File: src/rtl/brx_pkg.sv
package brx_pkg;

  localparam logic [1:0] RGN_DARK  = 2'd0;
  localparam logic [1:0] RGN_BOUND = 2'd1;
  localparam logic [1:0] RGN_IMAGE = 2'd2;

  // Classify one axis address against its edge layout; past the end is dark.
  function automatic logic [1:0] axis_region(input int unsigned addr,
                                             input int unsigned n_dark_lo,
                                             input int unsigned n_bnd_lo,
                                             input int unsigned n_act,
                                             input int unsigned n_bnd_hi);
    int unsigned e_bnd, e_act, e_act_end, e_bnd_end;
    e_bnd     = n_dark_lo;
    e_act     = e_bnd + n_bnd_lo;
    e_act_end = e_act + n_act;
    e_bnd_end = e_act_end + n_bnd_hi;
    if (addr < e_bnd)          return RGN_DARK;
    else if (addr < e_act)     return RGN_BOUND;
    else if (addr < e_act_end) return RGN_IMAGE;
    else if (addr < e_bnd_end) return RGN_BOUND;
    else                       return RGN_DARK;
  endfunction

  // Codes are ordered dark < boundary < image, so the weaker axis wins.
  function automatic logic [1:0] merge_region(input logic [1:0] a,
                                              input logic [1:0] b);
    return (a < b) ? a : b;
  endfunction

  function automatic logic [1:0] bayer_color(input logic row_odd,
                                             input logic col_odd);
    return {row_odd, col_odd};
  endfunction

endpackage

File: src/rtl/brx_capture.sv
module brx_capture #(
  parameter int unsigned DW = 12
) (
  input  logic          clk_i,
  input  logic          rst_ni,
  input  logic [DW-1:0] data_i,
  input  logic          fv_i,
  input  logic          lv_i,
  output logic [DW-1:0] data_o,
  output logic          pix_o,
  output logic          fv_rise_o,
  output logic          line_rise_o,
  output logic          line_fall_o,
  output logic          orphan_o
);

  logic fv_q, lv_q, fv_prev_q, gl_prev_q;
  logic gl_w;

  always_ff @(negedge clk_i or negedge rst_ni) begin
    if (!rst_ni) begin
      data_o    <= '0;
      fv_q      <= 1'b0;
      lv_q      <= 1'b0;
      fv_prev_q <= 1'b0;
      gl_prev_q <= 1'b0;
    end else begin
      data_o    <= data_i;
      fv_q      <= fv_i;
      lv_q      <= lv_i;
      fv_prev_q <= fv_q;
      gl_prev_q <= gl_w;
    end
  end

  // Line-valid only counts inside a frame.
  assign gl_w        = fv_q & lv_q;
  assign pix_o       = gl_w;
  assign fv_rise_o   = fv_q & ~fv_prev_q;
  assign line_rise_o = gl_w & ~gl_prev_q;
  assign line_fall_o = ~gl_w & gl_prev_q;
  assign orphan_o    = lv_q & ~fv_q;

endmodule

File: src/rtl/brx_position.sv
module brx_position #(
  parameter int unsigned RW = 12,
  parameter int unsigned CW = 12
) (
  input  logic          clk_i,
  input  logic          rst_ni,
  input  logic          pix_i,
  input  logic          fv_rise_i,
  input  logic          line_rise_i,
  input  logic          line_fall_i,
  output logic [RW-1:0] row_o,
  output logic [CW-1:0] col_o,
  output logic          sof_o
);

  logic [RW-1:0] lines_q;
  logic [CW-1:0] col_q;
  logic          first_pend_q;

  always_ff @(negedge clk_i or negedge rst_ni) begin
    if (!rst_ni) begin
      lines_q      <= '0;
      col_q        <= '0;
      first_pend_q <= 1'b0;
    end else begin
      if (fv_rise_i)        lines_q <= '0;
      else if (line_fall_i) lines_q <= lines_q + 1'b1;
      if (pix_i) col_q <= col_o + 1'b1;
      if (fv_rise_i)  first_pend_q <= ~pix_i;
      else if (pix_i) first_pend_q <= 1'b0;
    end
  end

  assign row_o = fv_rise_i   ? '0 : lines_q;
  assign col_o = line_rise_i ? '0 : col_q;
  assign sof_o = pix_i & (fv_rise_i | first_pend_q);

endmodule

File: src/rtl/brx_axis_class.sv
module brx_axis_class
  import brx_pkg::*;
#(
  parameter int unsigned AW        = 12,
  parameter int unsigned N_DARK_LO = 10,
  parameter int unsigned N_BND_LO  = 6,
  parameter int unsigned N_ACT     = 2592,
  parameter int unsigned N_BND_HI  = 10
) (
  input  logic [AW-1:0] start_i,
  input  logic [AW-1:0] idx_i,
  output logic [1:0]    region_o,
  output logic          odd_o
);

  logic [AW:0] abs_w;

  assign abs_w    = {1'b0, start_i} + {1'b0, idx_i};
  assign region_o = axis_region(32'(abs_w), N_DARK_LO, N_BND_LO, N_ACT, N_BND_HI);
  assign odd_o    = abs_w[0];

endmodule

File: src/rtl/bayer_stream_rx.sv
module bayer_stream_rx
  import brx_pkg::*;
#(
  parameter int unsigned DW        = 12,
  parameter int unsigned H_DARK_LO = 10,
  parameter int unsigned H_BND_LO  = 6,
  parameter int unsigned H_ACT     = 2592,
  parameter int unsigned H_BND_HI  = 10,
  parameter int unsigned H_DARK_HI = 134,
  parameter int unsigned V_DARK_LO = 50,
  parameter int unsigned V_BND_LO  = 4,
  parameter int unsigned V_ACT     = 1944,
  parameter int unsigned V_BND_HI  = 4,
  parameter int unsigned V_DARK_HI = 2,
  localparam int unsigned H_TOTAL  = H_DARK_LO + H_BND_LO + H_ACT + H_BND_HI + H_DARK_HI,
  localparam int unsigned V_TOTAL  = V_DARK_LO + V_BND_LO + V_ACT + V_BND_HI + V_DARK_HI,
  localparam int unsigned CW       = $clog2(H_TOTAL),
  localparam int unsigned RW       = $clog2(V_TOTAL)
) (
  input  logic          pix_clk_i,
  input  logic          rst_ni,
  input  logic [DW-1:0] pix_data_i,
  input  logic          frame_vld_i,
  input  logic          line_vld_i,
  input  logic [CW-1:0] col_start_i,
  input  logic [RW-1:0] row_start_i,
  output logic          pix_vld_o,
  output logic [DW-1:0] pix_data_o,
  output logic [1:0]    color_o,
  output logic [1:0]    region_o,
  output logic          sof_o,
  output logic          eol_o,
  output logic [RW-1:0] row_o,
  output logic [CW-1:0] col_o,
  output logic          proto_err_o
);

  // Named internal events
  logic [DW-1:0] cap_data_w;
  logic          pix_w, fv_rise_w, line_rise_w, line_fall_w, orphan_w;
  logic [RW-1:0] row_now_w;
  logic [CW-1:0] col_now_w;
  logic          sof_now_w;
  logic [1:0]    col_rgn_w, row_rgn_w;
  logic          col_odd_w, row_odd_w;
  logic          line_end_w;

  brx_capture #(.DW(DW)) u_cap (
    .clk_i       (pix_clk_i),
    .rst_ni      (rst_ni),
    .data_i      (pix_data_i),
    .fv_i        (frame_vld_i),
    .lv_i        (line_vld_i),
    .data_o      (cap_data_w),
    .pix_o       (pix_w),
    .fv_rise_o   (fv_rise_w),
    .line_rise_o (line_rise_w),
    .line_fall_o (line_fall_w),
    .orphan_o    (orphan_w)
  );

  brx_position #(.RW(RW), .CW(CW)) u_pos (
    .clk_i       (pix_clk_i),
    .rst_ni      (rst_ni),
    .pix_i       (pix_w),
    .fv_rise_i   (fv_rise_w),
    .line_rise_i (line_rise_w),
    .line_fall_i (line_fall_w),
    .row_o       (row_now_w),
    .col_o       (col_now_w),
    .sof_o       (sof_now_w)
  );

  brx_axis_class #(
    .AW(CW), .N_DARK_LO(H_DARK_LO), .N_BND_LO(H_BND_LO),
    .N_ACT(H_ACT), .N_BND_HI(H_BND_HI)
  ) u_col_cls (
    .start_i  (col_start_i),
    .idx_i    (col_now_w),
    .region_o (col_rgn_w),
    .odd_o    (col_odd_w)
  );

  brx_axis_class #(
    .AW(RW), .N_DARK_LO(V_DARK_LO), .N_BND_LO(V_BND_LO),
    .N_ACT(V_ACT), .N_BND_HI(V_BND_HI)
  ) u_row_cls (
    .start_i  (row_start_i),
    .idx_i    (row_now_w),
    .region_o (row_rgn_w),
    .odd_o    (row_odd_w)
  );

  // Hold stage: a pixel waits one sample to learn whether its line ended.
  logic          hold_v_q, hold_sof_q;
  logic [1:0]    hold_color_q, hold_rgn_q;
  logic [DW-1:0] hold_data_q;
  logic [RW-1:0] hold_row_q;
  logic [CW-1:0] hold_col_q;
  logic          err_q;

  always_ff @(negedge pix_clk_i or negedge rst_ni) begin
    if (!rst_ni) begin
      hold_v_q     <= 1'b0;
      hold_sof_q   <= 1'b0;
      hold_color_q <= '0;
      hold_rgn_q   <= '0;
      hold_data_q  <= '0;
      hold_row_q   <= '0;
      hold_col_q   <= '0;
    end else begin
      hold_v_q     <= pix_w;
      hold_sof_q   <= sof_now_w;
      hold_color_q <= bayer_color(row_odd_w, col_odd_w);
      hold_rgn_q   <= merge_region(row_rgn_w, col_rgn_w);
      hold_data_q  <= cap_data_w;
      hold_row_q   <= row_now_w;
      hold_col_q   <= col_now_w;
    end
  end

  assign line_end_w = hold_v_q & ~pix_w;

  always_ff @(negedge pix_clk_i or negedge rst_ni) begin
    if (!rst_ni) begin
      pix_vld_o  <= 1'b0;
      pix_data_o <= '0;
      color_o    <= '0;
      region_o   <= '0;
      sof_o      <= 1'b0;
      eol_o      <= 1'b0;
      row_o      <= '0;
      col_o      <= '0;
      err_q      <= 1'b0;
    end else begin
      pix_vld_o  <= hold_v_q;
      pix_data_o <= hold_data_q;
      color_o    <= hold_color_q;
      region_o   <= hold_rgn_q;
      sof_o      <= hold_v_q & hold_sof_q;
      eol_o      <= line_end_w;
      row_o      <= hold_row_q;
      col_o      <= hold_col_q;
      if (orphan_w) err_q <= 1'b1;
    end
  end

  assign proto_err_o = err_q;

endmodule

File: config.mk
export PLATFORM = sky130hd
export DESIGN_NAME = bayer_stream_rx
export DESIGN_NICKNAME = d
export VERILOG_FILES = /design/src/rtl/brx_pkg.sv /design/src/rtl/brx_capture.sv /design/src/rtl/brx_position.sv /design/src/rtl/brx_axis_class.sv /design/src/rtl/bayer_stream_rx.sv
export SDC_FILE = /design/constraint.sdc
export NUM_CORES = 1
export LEC_CHECK = 0
export ABC_AREA = 0
export BUFFER_PORTS_ARGS = -buffer_cell sky130_fd_sc_hd__buf_2
export CELL_PAD_IN_SITES_DETAIL_PLACEMENT = 0
export CELL_PAD_IN_SITES_GLOBAL_PLACEMENT = 1
export CORE_UTILIZATION = 41
export DETAILED_ROUTE_END_ITERATION = 8
export PLACE_DENSITY = 0.85
export SLEW_MARGIN = 20
export SYNTH_ARGS = -nofsm -noshare
export SYNTH_HDL_FRONTEND = slang
export SYNTH_SLANG_ARGS = --single-unit
export TNS_END_PERCENT = 20
File: constraint.sdc
create_clock -name pix_clk_i -period 4 [get_ports pix_clk_i]
set_input_delay 0.6 -clock pix_clk_i [delete_from_list [all_inputs] [get_ports pix_clk_i]]
set_output_delay 0.6 -clock pix_clk_i [all_outputs]
set_load 0.02 [all_outputs]
# Word-level counts from Yosys, hierarchy flattened
# Cells that the tools add are included.
# op_classes
addsub	4
order_cmp	9
n_mux	15
n_bitwise	12
reduce_logical	2
# op_table
op	count
$mux W11	3
$lt A13 B12 Y1 const B	2
$lt A12 B11 Y1 const B	2
$lt A12 B6 Y1 const B	2
$mux W2	7
$add A12 B12 Y13	1
$lt A13 B4 Y1 const B	1
$lt A13 B5 Y1 const B	1
$add A11 B11 Y12	1
$add A12 B1 Y12 const B	1
$mux W12	1
$add A11 B1 Y11 const B	1
$and A1 B1 Y1	7
$mux W1	4
$not A1 Y1	4
$reduce_bool A2 Y1	2
$lt A2 B2 Y1	1
$or A1 B1 Y1	1
# totals
ff_bits	123
in_bits	39
word_cells	65

# Longest topological paths before layout
# Gate-level depths: netlist of the first run.
# logic_depth
ltp_word	11
mapped_depth	17
depth_no_buf	16

# By module
# From an unflattened synthesis of the first run, not the netlist that was laid out.
# unflattened
cells_unflattened	444
hier_area_um2	5380.2
# modules_own_cells
module	n_inst	cells_each	area_per_inst_um2
bayer_stream_rx	1	92	2162.1
brx_position	1	146	1358.8
brx_axis_class at u_row_cls	1	93	733.2
brx_axis_class at u_col_cls	1	92	690.7
brx_capture	1	21	435.4

==> qor.csv, run 1 <==
metric,value,unit
outcome,finished with violations,
violations,negative setup slack,
cts.sinks,123,
synth_cells,490,
cts_tree,yes,
start_kind,primary input,
sw_frac_of_total,26.2,%
ioPinCount,82,
drtAntennaViolNets,0,
grt_max_degree,80,
yosysMostFrequentCell,dfrtn_1,
wl_per_cell,14.6,um
endpoint_kind,register,
crit_chain,"buf_4, xor2_2, ha_4, a21oi_2, o22a_1, o21ai_2, o2111ai_2, a41o_1, mux2_4, nand3_4, nor2_2, or4b_4, ha_4, nor2_4, a2bb2oi_2",
synth-seq-cells,123,
synth_area_leaders,"dfrtn_1 (56%), ha_1 (4.5%), xor2_1 (3.3%), nor2_1 (3.3%), and2_1 (2.7%)",
track_usage,18.5,%
vdd_drop_max,0.000216,V
grt_pass1_vias,4333,
fin_total_pwr,3.40,mW
required,2.23,ns
vias,4205,
htree_levels,4,
slowest_delay,0.54,ns
ys.flop_type,dfrtn_1,
start_util,42.0,%
syn_nets,550,
hpwl,8.58,mm
crit_top_cell,ha_4,
synth_common_cells,"dfrtn_1 (123), nor2_1 (48), nand2_1 (32)",
holdCritPathClass,reg -> reg,
critPathMaxFanout,5,
relSlewSlack,40.7,%
cts_buffers,17,
die_area,14000,um^2
timing.rr.start,u_cap.lv_q,
grt_overflow,0,
p_clk_share,45.5,%
intPower,2.51,mW
async_flop_share,100,%
rsz0062_at_grt,true,
min-delay-start,hold_col_q[3],
cp_slowest_cell,or4b_4,
path_clk_slew,0.04,ns
fp.dieH,118,um
io_buffers,81,
yosys_warnings,0,
diodes,0,
tightest_slew,0.887,ns
via_per_inst,5.07,
cellPowerDensity,456,nW/um^2
first_iter_violations,266,
place_ws,-1.65,ns
fp-row-count,42,
fin_ws,-1.16,ns
yosysSeqAreaShare,55.6,%
cp.arrival,3.39,ns
skew,0.00717,ns
drive_gt1_share,35.6,%
grt_pass1_wl,20.6,mm
synth.cell_area,5540,um^2
place_congestion,0.887,
cp-startpoint,col_start_i[1],
slew_violations,0,
clockBufferDepth,2,
coreArea,13200,um^2
antenna_found_initial,0,
hold_viol_final,0,
cts_hold_buf,0,
drt_pass1_iterations,6,
leakage,3.59,nW
drc,0,
power.net_switching,0.891,mW
synth_top_area_share,55.6,%
pwr-share-seq,40.4,%
setup_violations,2,
die_w,118,um
clk_root_buffer_cell,clkbuf_16,
totalWireLength,12.1,mm
maxCapViolations,0,
pwr-share-comb,14.1,%
insertion_delay,0.39,ns
synth_cell_types,76,
fin_util,56.4,%
synth_area_per_cell,11.3,um^2
critPathKind,in -> reg,
final_nets,701,
holdWs,0.290,ns
synth_edf_count,0,
fin_tns_setup,-2.11,ns
yosys.area.top_type,dfrtn_1,
syn_to_final_growth,34.4,%
-- cell usage in the layout (no fill, tap or decap), drive strengths merged, types with 4 or more instances in the layout --
cell,Yosys,final
clkbuf,8,19
o21a,6,6
o21ai,22,22
a21o,5,5
nand2,33,33
nand3,11,11
xnor2,11,11
a31oi,6,6
and3,6,6
ha,20,20
dfrtn,123,123
nand4,7,7
clkinv,0,5
xor2,21,21
a211oi,5,5
a21oi,29,29
o31ai,4,4
nor3,6,6
o221ai,4,4
inv,17,21
buf,12,152
and2,24,24
nor2,48,48
-- power by group through the flow --
stage | combinational, mW | sequential, mW | clock (mW)
detailed placement | 0.430 | 1.39 | 0
global route | 0.526 | 1.38 | 1.64
floorplan | 0.216 | 1.42 | 0
global placement | 0.418 | 1.39 | 0
CTS | 0.457 | 1.37 | 1.58
finish | 0.478 | 1.37 | 1.55
-- per-layer routing --
layer	vias up	global-route usage (%)	share of wire, %
li1	2024	-	-
met1	2064	22.9	43
met2	95	31.6	51
met3	22	4.25	3.7
met4	0	6.89	1.8
met5	-	0	0
-- through the flow --
stage	instances	instance area (um^2)
final	830	7440
after global routing	830	7440
after CTS	827	7290
after detailed placement	795	6590
after global placement	795	6590
after floorplan	490	5560
-- flip-flops by register name (all words and copies together) (netlist names), 11 cells and up --
name and cells:
hold_data_q 12, hold_row_q 11, row_o 11, u_pos.col_q 12
u_pos.lines_q 11, u_cap.data_o 12, pix_data_o 12, hold_col_q 12
col_o 12
-- path summary, 6_finish.rpt --
check	cells past startpoint	slack, ns	end
max	15	-1.16	hold_rgn_q[0]
min	0	0.29	col_o[3]
max reg2reg	16	0.17	hold_rgn_q[0]
min reg2reg	0	0.29	col_o[3]
max in group asynchronous	2	1.42	pix_data_o[3]
min in group asynchronous	2	2.12	hold_data_q[0]
-- critical path: cells and delay by family --
family                     cells  cell delay (ns)
and+or+nand+nor                4             0.69
adders and majority gates      2             0.48
AOI/OAI and AO/OA              6             0.99
xor gates and xnor gates       1             0.15
muxes                          1             0.33
buffers and inverters          1             0.13
-- what timing repair did --
item,CTS,global route
gates resized for setup,13,25
pin swaps,6,22
setup buffers,0,4
gates cloned,0,0
setup endpoints to repair,2,2
-- final cells by class --
type | count | area, um^2
Multi-Input combinational cell | 330 | 2510
Timing Repair Buffer | 152 | 962
Tap cell | 176 | 220
Clock inverter | 13 | 159
Inverter | 17 | 63.8
Sequential cell | 123 | 3080
Clock buffer | 19 | 453
Fill cell | 1064 | 5750
-- cell families after synthesis --
group	count (synthesis)	share of synthesized area, %
multiplexers	3	0.632
flip-flops	123	55.6
AO/OA/AOI/OAI	113	15.1
AND/OR/NAND/NOR	159	15.1
buffers and inverters	37	3.30
XOR/XNOR	32	5.06
adder cells (fa/ha/maj)	23	5.26
Note: power is estimated with default switching activity, not from simulation.
==> inputs of run 2 (changes only) <==
--- a/config.mk
+++ b/config.mk
@@ -9,6 +9,7 @@
 export BUFFER_PORTS_ARGS = -buffer_cell sky130_fd_sc_hd__buf_2
 export CELL_PAD_IN_SITES_DETAIL_PLACEMENT = 0
 export CELL_PAD_IN_SITES_GLOBAL_PLACEMENT = 1
+export CORE_ASPECT_RATIO = 1.75
 export CORE_UTILIZATION = 41
 export DETAILED_ROUTE_END_ITERATION = 8
 export PLACE_DENSITY = 0.85
==> run 2 against run 1 <==
Net effect: the run still ends with negative setup slack left; core utilization is 0.66 points higher; design area is 0.29% higher; wire length is 2.9% higher; critical endpoint unchanged; final cell count is 0.36% higher.
==> qor.csv, run 2 (synthesis gave the netlist of run 1 again) <==
metric,value,unit,change
outcome,finished with violations,,
violations,negative setup slack,,
io_buffers,81,,unchanged
totalWireLength,12.5,mm,+2.9%
fin_util,57.1,%,+0.66 points
ioPinCount,82,,unchanged
insertion_delay,0.39,ns,about the same
syn_to_final_growth,34.8,%,
cp_slowest_cell,or4b_4,,
antenna_found_initial,0,,unchanged
path_clk_slew,0.04,ns,about the same
final_common_cell,dfrtn_1,,
wl_per_cell,15.0,um,+2.5%
skew,0.00646,ns,-0.000711 ns
pwr-share-comb,14.8,%,+0.7 points
place_congestion,0.873,,-1.6%
cp.arrival,3.33,ns,-0.06 ns
coreArea,13100,um^2,-0.87%
slew_violations,0,,unchanged
fin_total_pwr,3.35,mW,-1.5%
intPower,2.43,mW,-3.2%
grt_pass1_wl,20.4,mm,-1.3%
leakage,3.60,nW,+0.28%
p_clk_share,44.3,%,-1.2 points
drc,0,,unchanged
holdCritPathClass,reg -> reg,,
critPathKind,in -> reg,,
final_nets,709,,+1.1%
pwr-share-seq,40.8,%,+0.4 points
maxCapViolations,0,,unchanged
die_w,89.9,um,-24%
crit_top_cell,ha_4,,
hold_viol_final,0,,unchanged
hpwl,9.19,mm,+7.1%
fp-row-count,55,,+31%
fin_tns_setup,-2.06,ns,+0.0509 ns
vias,4251,,+1.1%
final_cell_mix,"dfrtn_1 (123), buf_4 (79), buf_2 (78)",,
start_kind,primary input,,
rsz0062_at_grt,true,,
vdd_drop_max,0.000255,V,+18%
power.net_switching,0.919,mW,+3.1%
grt_overflow,0,,unchanged
die_area,14000,um^2,+0.13%
clk_root_buffer_cell,clkbuf_16,,
cellPowerDensity,448,nW/um^2,-1.8%
diodes,0,,unchanged
sw_frac_of_total,27.5,%,+1.2 points
place_ws,-1.65,ns,+0.00208 ns
drive_gt1_share,36.4,%,+0.78 points
grt_max_degree,42,,-48%
drt_pass1_iterations,4,,-2
required,2.23,ns,about the same
fin_ws,-1.10,ns,+0.0573 ns
slowest_delay,0.52,ns,-0.02 ns
crit_chain,"buf_8, xor2_4, ha_4, a21oi_2, o22a_1, o21ai_4, o2111ai_2, a41o_1, mux2_4, nand3_4, nor2_2, or4b_4, ha_4, nor2_1, a2bb2oi_1",,
cts_tree,yes,,
start_util,42.4,%,+0.37 points
tightest_slew,0.927,ns,+0.0402 ns
cts_buffers,17,,unchanged
drtAntennaViolNets,0,,unchanged
endpoint_kind,register,,
clockBufferDepth,2,,unchanged
critPathMaxFanout,4,,-1
fp.dieH,156,um,+32%
setup_violations,2,,unchanged
cts.sinks,123,,unchanged
grt_pass1_vias,4435,,+2.4%
first_iter_violations,195,,-27%
relSlewSlack,38.0,%,-2.7 points
via_per_inst,5.10,,+0.73%
track_usage,18.6,%,+0.10 points
htree_levels,4,,unchanged
-- run 2: changes by cell type in the layout (fill, tap and decap cells not counted), sizes merged --
cell	previous run	this run
inv	21	26
bufinv	2	1
clkinv	5	1
clkinvlp	2	4
buf	152	160
clkbuf	19	17
-- run 2: layout make-up --
| type | count | area, um^2 |
|---|---|---|
| clock buffers | 17 | 425 |
| clock inverters | 15 | 153 |
| fillers | 1122 | 5610 |
| inverters | 17 | 63.8 |
| multi-input cells | 330 | 2500 |
| flip-flops and latches | 123 | 3080 |
| well taps | 171 | 214 |
| repair buffers | 160 | 1030 |
-- run 2: path summary, 6_finish.rpt --
path,slack [ns],startpoint,end,depth (start not counted)
min in group asynchronous,2.03,rst_ni,hold_col_q[3],1
hold / removal,0.29,u_cap.data_o[4],hold_data_q[4],0
hold reg to reg,0.29,u_cap.data_o[4],hold_data_q[4],0
max in group asynchronous,1.34,rst_ni,u_cap.data_o[2],2
setup reg to reg,0.24,u_cap.fv_q,hold_rgn_q[0],15
setup / recovery,-1.10,col_start_i[1],hold_rgn_q[0],15
-- run 2: critical path: cells and delay by family --
| kind | cells | cell delay [ns] |
|---|---|---|
| AO/OA/AOI/OAI | 6 | 1.01 |
| XOR/XNOR | 1 | 0.15 |
| adder cells (fa/ha/maj) | 2 | 0.46 |
| buffers and inverters | 1 | 0.11 |
| multiplexers | 1 | 0.33 |
| AND/OR/NAND/NOR | 4 | 0.66 |
-- run 2: timing repair --
item	4_1_cts	5_1_grt
pin swaps	12	13
buffers inserted	8	2
resized for setup	15	24
endpoints found under the setup margin	2	2
hold buffers	0	0
-- run 2: routing by layer --
| metal | part of all wire [%] | global-route usage [%] | vias up |
|---|---|---|---|
| met5 | 0 | 0 | - |
| met4 | 3.0 | 9.37 | 0 |
| met3 | 2.6 | 3.70 | 31 |
| met2 | 58 | 37.1 | 81 |
| met1 | 36 | 17.9 | 2091 |
| li1 | - | - | 2048 |
-- run 2: metrics by stage --
stage,cells,hold slack [ns],instance area (um^2)
floorplan,490,0.292,5560
global placement,791,0.293,6590
detailed placement,791,0.295,6590
CTS,831,0.293,7320
global route,833,0.298,7470
finish,833,0.294,7470
-- run 2: power groups by stage --
stage                     sequential, mW  clock [mW]  combinational (mW)
after CTS                           1.37        1.52               0.488
after global routing                1.38        1.57               0.540
final                               1.37        1.48               0.496
after global placement              1.38           0               0.440
after detailed placement            1.39           0               0.450
after floorplan                     1.42           0               0.216
